## src/rtl/mdio_pkg.sv

```systemverilog
package mdio_pkg;

    localparam int PHY_W    = 5;
    localparam int REGAD_W  = 5;
    localparam int DAT_W    = 16;
    localparam int PRE_BITS = 33;   // ones sent before every frame
    localparam int HDR_BITS = 16;   // read header length
    localparam int CAP_BITS = 19;   // bits clocked in during a read
    localparam int FRM_BITS = 32;   // write frame length
    localparam int BIT_W    = $clog2(PRE_BITS + 1);

    typedef enum logic [2:0] {
        ST_IDLE,
        ST_PREAMBLE,
        ST_HEADER,
        ST_CAPTURE,
        ST_FRAME,
        ST_DONE
    } mdio_state_t;

    // Read header, left-aligned in a frame-wide word
    function automatic logic [FRM_BITS-1:0] read_header(
        input logic [PHY_W-1:0]   phy,
        input logic [REGAD_W-1:0] regad
    );
        return {6'b110110, phy, regad, {(FRM_BITS-HDR_BITS){1'b0}}};
    endfunction

    function automatic logic [FRM_BITS-1:0] write_frame(
        input logic [PHY_W-1:0]   phy,
        input logic [REGAD_W-1:0] regad,
        input logic [DAT_W-1:0]   data
    );
        return {4'b0101, phy, regad, 2'b10, data};
    endfunction

endpackage

```

## src/rtl/mdio_mdc_gen.sv

```systemverilog
module mdio_mdc_gen #(
    parameter int DIV_HALF = 25
) (
    input  logic clk,
    input  logic rst_n,
    input  logic run,
    output logic mdc,
    output logic rise_next,
    output logic bit_end
);
    localparam int PERIOD = 2 * DIV_HALF;
    localparam int CW     = (PERIOD > 1) ? $clog2(PERIOD) : 1;

    logic [CW-1:0] cnt_q;
    logic [CW-1:0] cnt_d;

    assign rise_next = run && (cnt_q == CW'(DIV_HALF - 1));
    assign bit_end   = run && (cnt_q == CW'(PERIOD - 1));

    always_comb begin
        if (!run || bit_end) begin
            cnt_d = '0;
        end else begin
            cnt_d = cnt_q + CW'(1);
        end
    end

    always_ff @(posedge clk) begin
        if (!rst_n) begin
            cnt_q <= '0;
            mdc   <= 1'b0;
        end else begin
            cnt_q <= cnt_d;
            mdc   <= run && (cnt_d >= CW'(DIV_HALF));
        end
    end
endmodule

```

## src/rtl/mdio_shift.sv

```systemverilog
module mdio_shift
    import mdio_pkg::*;
(
    input  logic                clk,
    input  logic                rst_n,
    input  logic                load,
    input  logic [FRM_BITS-1:0] load_word,
    input  logic                shift_en,
    output logic                tx_bit,
    input  logic                cap_en,
    input  logic                cap_bit,
    input  logic                rd_load,
    output logic [DAT_W-1:0]    rd_data
);
    logic [FRM_BITS-1:0] tx_q;
    logic [CAP_BITS-1:0] cap_q;

    assign tx_bit = tx_q[FRM_BITS-1];

    always_ff @(posedge clk) begin
        if (!rst_n) begin
            tx_q    <= '0;
            cap_q   <= '0;
            rd_data <= '0;
        end else begin
            if (load) begin
                tx_q <= load_word;
            end else if (shift_en) begin
                tx_q <= {tx_q[FRM_BITS-2:0], 1'b0};
            end
            if (cap_en) begin
                cap_q <= {cap_q[CAP_BITS-2:0], cap_bit};
            end
            if (rd_load) begin
                rd_data <= cap_q[DAT_W:1];
            end
        end
    end
endmodule

```

## src/rtl/mdio_master.sv

```systemverilog
module mdio_master
    import mdio_pkg::*;
#(
    parameter int DIV_HALF = 25
) (
    input  logic               clk,
    input  logic               rst_n,
    input  logic               req_valid,
    input  logic               req_write,
    input  logic [PHY_W-1:0]   req_phy,
    input  logic [REGAD_W-1:0] req_regad,
    input  logic [DAT_W-1:0]   req_wdata,
    output logic               busy,
    output logic               done,
    output logic [DAT_W-1:0]   rd_data,
    output logic               mdc,
    output logic               mdio_o,
    output logic               mdio_oe,
    input  logic               mdio_i
);
    mdio_state_t         state_q, state_d;
    logic [BIT_W-1:0]    bit_q, bit_d;
    logic                wr_q;
    logic                accept;
    logic                seg_done;
    logic                timer_run;
    logic                rise_next;
    logic                bit_end;
    logic                tx_bit;
    logic                shift_en;
    logic                cap_en;
    logic                rd_load;
    logic [FRM_BITS-1:0] load_word;

    assign accept    = req_valid && (state_q == ST_IDLE);
    assign load_word = req_write ? write_frame(req_phy, req_regad, req_wdata)
                                 : read_header(req_phy, req_regad);

    // last bit of the current segment
    always_comb begin
        unique case (state_q)
            ST_PREAMBLE: seg_done = (bit_q == BIT_W'(PRE_BITS - 1));
            ST_HEADER:   seg_done = (bit_q == BIT_W'(HDR_BITS - 1));
            ST_CAPTURE:  seg_done = (bit_q == BIT_W'(CAP_BITS - 1));
            ST_FRAME:    seg_done = (bit_q == BIT_W'(FRM_BITS - 1));
            default:     seg_done = 1'b0;
        endcase
    end

    // next state
    always_comb begin
        state_d = state_q;
        bit_d   = bit_q;
        unique case (state_q)
            ST_IDLE: begin
                if (accept) begin
                    state_d = ST_PREAMBLE;
                    bit_d   = '0;
                end
            end
            ST_PREAMBLE, ST_HEADER, ST_CAPTURE, ST_FRAME: begin
                if (bit_end) begin
                    if (seg_done) begin
                        bit_d = '0;
                        unique case (state_q)
                            ST_PREAMBLE: state_d = wr_q ? ST_FRAME : ST_HEADER;
                            ST_HEADER:   state_d = ST_CAPTURE;
                            default:     state_d = ST_DONE;
                        endcase
                    end else begin
                        bit_d = bit_q + BIT_W'(1);
                    end
                end
            end
            ST_DONE: state_d = ST_IDLE;
            default: state_d = ST_IDLE;
        endcase
    end

    // state register
    always_ff @(posedge clk) begin
        if (!rst_n) begin
            state_q <= ST_IDLE;
            bit_q   <= '0;
            wr_q    <= 1'b0;
        end else begin
            state_q <= state_d;
            bit_q   <= bit_d;
            if (accept) begin
                wr_q <= req_write;
            end
        end
    end

    // outputs and datapath controls
    always_comb begin
        busy      = 1'b1;
        done      = 1'b0;
        timer_run = 1'b0;
        mdio_oe   = 1'b0;
        mdio_o    = 1'b0;
        shift_en  = 1'b0;
        cap_en    = 1'b0;
        rd_load   = 1'b0;
        unique case (state_q)
            ST_IDLE: busy = 1'b0;
            ST_PREAMBLE: begin
                timer_run = 1'b1;
                mdio_oe   = 1'b1;
                mdio_o    = 1'b1;
            end
            ST_HEADER, ST_FRAME: begin
                timer_run = 1'b1;
                mdio_oe   = 1'b1;
                mdio_o    = tx_bit;
                shift_en  = bit_end;
            end
            ST_CAPTURE: begin
                timer_run = 1'b1;
                cap_en    = rise_next;
                rd_load   = bit_end && seg_done;
            end
            ST_DONE: done = 1'b1;
            default: busy = 1'b0;
        endcase
    end

    mdio_mdc_gen #(
        .DIV_HALF (DIV_HALF)
    ) u_mdc (
        .clk       (clk),
        .rst_n     (rst_n),
        .run       (timer_run),
        .mdc       (mdc),
        .rise_next (rise_next),
        .bit_end   (bit_end)
    );

    mdio_shift u_shift (
        .clk       (clk),
        .rst_n     (rst_n),
        .load      (accept),
        .load_word (load_word),
        .shift_en  (shift_en),
        .tx_bit    (tx_bit),
        .cap_en    (cap_en),
        .cap_bit   (mdio_i),
        .rd_load   (rd_load),
        .rd_data   (rd_data)
    );
endmodule

```

## config.mk

```make
export PLATFORM = sky130hd
export DESIGN_NAME = mdio_master
export DESIGN_NICKNAME = d
export VERILOG_FILES = /design/src/rtl/mdio_pkg.sv /design/src/rtl/mdio_mdc_gen.sv /design/src/rtl/mdio_shift.sv /design/src/rtl/mdio_master.sv
export SDC_FILE = /design/constraint.sdc
export NUM_CORES = 1
export LEC_CHECK = 0
export BUFFER_PORTS_ARGS = -buffer_cell sky130_fd_sc_hd__buf_2
export CAP_MARGIN = 20
export CELL_PAD_IN_SITES_DETAIL_PLACEMENT = 2
export CELL_PAD_IN_SITES_GLOBAL_PLACEMENT = 2
export CORE_MARGIN = 5
export CORE_UTILIZATION = 40
export DETAILED_ROUTE_END_ITERATION = 8
export PLACE_DENSITY_LB_ADDON = 0.2
export SLEW_MARGIN = 20
export SYNTH_ARGS = -nofsm -noshare
export SYNTH_HDL_FRONTEND = slang
export SYNTH_HIERARCHICAL = 1
export SYNTH_SLANG_ARGS = --single-unit
```

## constraint.sdc

```tcl
create_clock -name clk -period 3.5 [get_ports clk]
set_input_delay 0.175 -clock clk [delete_from_list [all_inputs] [get_ports clk]]
set_output_delay 0.175 -clock clk [all_outputs]
set_load 0.005 [all_outputs]
```

==> run_summary.xml <==
<?xml version="1.0" encoding="UTF-8"?>
<metrics>
  <group name="run_status">
    <metric name="outcome" unit="">finished clean</metric>
  </group>
  <group name="timing">
    <metric name="max_freq" unit="GHz">0.3464</metric>
    <metric name="unrepaired_setup_endpoints_after_global_routing" unit="">false</metric>
    <metric name="post-route-period-util" unit="%">82.47</metric>
    <metric name="finalWorstSetupSlack" unit="ns">0.6135</metric>
    <metric name="hold-worst-slack" unit="ns">0.07342</metric>
    <metric name="fin_worst_skew" unit="ns">0.01229</metric>
    <metric name="layout_min_cycle_time" unit="ns">2.886</metric>
    <metric name="worst_slew_margin_rel" unit="%">59.60</metric>
    <metric name="final-hold-violation-count" unit="">0</metric>
    <metric name="tightest_slew" unit="ns">0.6059</metric>
    <metric name="setup_tns" unit="ns">0</metric>
    <metric name="setup_violations" unit="">0</metric>
    <metric name="final_max_slew_viol_count" unit="">0</metric>
  </group>
  <group name="cells_and_area">
    <metric name="utilization" unit="%">45.06</metric>
    <metric name="layout.cells.most_common" unit="">dfxtp_1</metric>
    <metric name="nets" unit="">493</metric>
    <metric name="drive_gt1_share" unit="%">26.13</metric>
    <metric name="final_cell_mix" unit="">82 x dfxtp_1, 51 x buf_2, 38 x nor2b_1, 38 x mux2i_1, 31 x o211a_1</metric>
    <metric name="area_growth" unit="%">10.31</metric>
    <metric name="fin_area" unit="sq mm">0.004885</metric>
    <metric name="finalNonFillerCells" unit="">603</metric>
    <metric name="antenna_diodes" unit="">0</metric>
    <metric name="fillerInstances" unit="">1156</metric>
  </group>
  <group name="grt">
    <metric name="track_usage" unit="%">15.89</metric>
    <metric name="grt_max_degree" unit="">66</metric>
    <metric name="global_route_wire_length_before_repair" unit="um">16900</metric>
    <metric name="overflow" unit="">0</metric>
    <metric name="grt_antenna_before_repair" unit="">0</metric>
    <metric name="grt_pass1_vias" unit="">3392</metric>
  </group>
  <group name="critical_path">
    <metric name="worst-endpoint-arrival" unit="ns">3.14</metric>
    <metric name="timing_worst_setup_path_type" unit="">reg2reg</metric>
    <metric name="worstSetupEndpointType" unit="">flop</metric>
    <metric name="timing.critical_path.from" unit="">state_q[2]</metric>
    <metric name="critPathLaunchType" unit="">flop</metric>
    <metric name="r2r_start" unit="">state_q[2]</metric>
    <metric name="crit_required" unit="ns">3.75</metric>
    <metric name="cp_max_fo" unit="">32</metric>
  </group>
  <group name="clock_network">
    <metric name="path_clk_slew" unit="ns">0.09</metric>
    <metric name="post-cts-setup-buffers" unit="">0</metric>
    <metric name="cts.sink_count" unit="">82</metric>
    <metric name="cts_hold_repair_buffers" unit="">0</metric>
    <metric name="clock_tree.buffer_depth" unit="">2</metric>
    <metric name="clock_insertion_delay_worst_skew" unit="ns">0.36</metric>
    <metric name="tritoncts" unit="">built</metric>
    <metric name="htree_num_levels" unit="">3</metric>
    <metric name="cts_repair_resize_count" unit="">0</metric>
    <metric name="cts_made_buffers" unit="">9</metric>
    <metric name="clockRootBuffer" unit="">clkbuf_8</metric>
  </group>
  <group name="logic_synthesis">
    <metric name="seq_area_frac_synth" unit="%">37.07</metric>
    <metric name="yosysTopAreaCell" unit="">dfxtp_1</metric>
    <metric name="postSynthRegisterBits" unit="">82</metric>
    <metric name="synthesis.instances" unit="">420</metric>
    <metric name="synth-edff-count" unit="">0</metric>
    <metric name="netlist_area" unit="sq mm">0.004428</metric>
    <metric name="synthArstFlopShare" unit="%">0</metric>
    <metric name="yosys_warnings" unit="">6</metric>
    <metric name="number_of_library_cell_types_mapped_by_synthesis" unit="">52</metric>
    <metric name="synth.area.top_cells" unit="">dfxtp_1 37%, mux2_4 9.2%, mux2i_1 8.6%, o211a_1 7.0%, nor2b_1 5.4%</metric>
    <metric name="postSynth.topFlopCell" unit="">dfxtp_1</metric>
    <metric name="syn_area_per_cell" unit="sq um">10.54</metric>
    <metric name="synth_top_area_share" unit="%">37.07</metric>
  </group>
  <group name="power">
    <metric name="intPower" unit="mW">1.612</metric>
    <metric name="seq_power_share" unit="%">46.8</metric>
    <metric name="psw" unit="mW">0.7418</metric>
    <metric name="cellLeakagePower" unit="nW">2.163</metric>
    <metric name="combPwrFrac" unit="%">25.1</metric>
    <metric name="total_power" unit="mW">2.354</metric>
    <metric name="total_power_density_per_cell_area" unit="mW/mm^2">481.9</metric>
    <metric name="netSwitchingFraction" unit="%">31.51</metric>
    <metric name="power_frac_clock" unit="%">28.1</metric>
    <metric name="max-vdd-ir-drop" unit="mV">0.2168</metric>
  </group>
  <group name="route">
    <metric name="vias_per_cell" unit="">5.171</metric>
    <metric name="detail_route.iter0.violations" unit="">148</metric>
    <metric name="detail_route.wirelength" unit="um">10130</metric>
    <metric name="post_drt_wl_per_cell" unit="um">16.81</metric>
    <metric name="drt_first_pass_iters" unit="">4</metric>
    <metric name="routed-via-count" unit="">3118</metric>
    <metric name="drt.antenna.violating_nets" unit="">0</metric>
    <metric name="drcViolationCount" unit="">0</metric>
  </group>
  <group name="placement">
    <metric name="preCtsSetupSlack" unit="ns">0.7029</metric>
    <metric name="placed_cells_incl_taps" unit="">587</metric>
    <metric name="place.detailed.hpwl" unit="um">6779</metric>
    <metric name="io_buffers" unit="">51</metric>
    <metric name="place_congestion" unit="">0.7727</metric>
    <metric name="placement.cell_area" unit="sq mm">0.004698</metric>
  </group>
  <group name="floorplan">
    <metric name="die_y" unit="um">115.2</metric>
    <metric name="initial_utilization" unit="%">40.85</metric>
    <metric name="die_area" unit="sq mm">0.01327</metric>
    <metric name="design.portCount" unit="">52</metric>
    <metric name="floorplan.die.width" unit="um">115.2</metric>
    <metric name="core_region_area" unit="sq mm">0.01084</metric>
    <metric name="row_count" unit="">38</metric>
  </group>
  <group name="hold_path">
    <metric name="timing.hold.worst.start" unit="">mdio_i</metric>
    <metric name="hp-class" unit="">in2reg</metric>
  </group>
  <group name="job">
    <metric name="max_cap_viol_count" unit="">0</metric>
  </group>
</metrics>
[power by group through the flow]
stage | sequential (mW) | clock [mW] | combinational (mW)
3_3_place_gp | 1.11 | 0 | 0.569
6_report | 1.10 | 0.662 | 0.591
4_1_cts | 1.10 | 0.692 | 0.603
5_1_grt | 1.12 | 0.731 | 0.650
2_1_floorplan | 1.08 | 0 | 0.493
3_5_place_dp | 1.12 | 0 | 0.592
[final cells by class]
cell class | count | area [sq um] | area share, %
Clock inverter | 6 | 48.80 | 0.9990
Multi-Input combinational cell | 299 | 2535 | 51.90
Timing Repair Buffer | 57 | 312.8 | 6.404
Tap cell | 140 | 175.2 | 3.586
Clock buffer | 10 | 137.6 | 2.818
Sequential cell | 82 | 1642 | 33.61
Inverter | 9 | 33.78 | 0.6916
[flip-flops by register name (all words and copies together) (netlist names)]
register	count
bit_q	6
state_q	3
u_mdc/cnt_q	6
u_mdc/mdc	1
u_shift/cap_q	17
u_shift/rd_data	16
u_shift/tx_q	32
wr_q	1
[kinds of logic after synthesis]
family,count (synthesis),synth area share (%)
mux,77,20.80
flops,82,37.07
simple gates,144,20.68
fa+ha+maj,4,1.130
compound gates,61,12.15
xor+xnor,10,1.978
buf+inv,40,6.019
other cells,2,0.1696
[synthesized netlist by cell type (all sizes together) (2+ instances only)]
library cell,number
a211oi,5
and2,18
nand4,2
xnor2,6
nand3,5
conb,2
ha,4
mux2,39
nand2b,13
mux2i,38
or2b,20
nor4b,2
nand2,12
and3,2
a21boi,3
nor3b,3
and3b,4
o21ai,9
a21oi,4
o211a,31
o31a,2
dfxtp,82
inv,9
buf,22
clkbuf,9
o2111ai,2
nor3,8
xor2,4
nand3b,2
nor2b,38
nor2,10
[critical path, stage by stage, from the launching register on]
cell and delay [ns]:
dfxtp_1 0.70, or3_1 0.24, nand2_1 0.13, inv_1 0.18, nand2_1 0.10, nor2_1 0.26
nor3b_2 0.29, buf_12 0.28, mux2_2 0.37, o211a_1 0.20
[per-layer routing]
layer	wire length, um	up-vias	global-route usage, %
li1	-	1539	-
met1	4845	1540	21.11
met2	4904	32	25.89
met3	271	7	3.053
met4	112	0	5.399
met5	0	-	0
[worst paths after layout]
kind | end | slack (ns) | depth (start not counted)
max reg2reg | u_shift/tx_q[1] | 0.61 | 9
max | u_shift/tx_q[1] | 0.61 | 9
min reg2reg | wr_q | 0.51 | 2
min | u_shift/cap_q[0] | 0.07 | 3
Note: power is estimated with default switching activity, not from simulation.
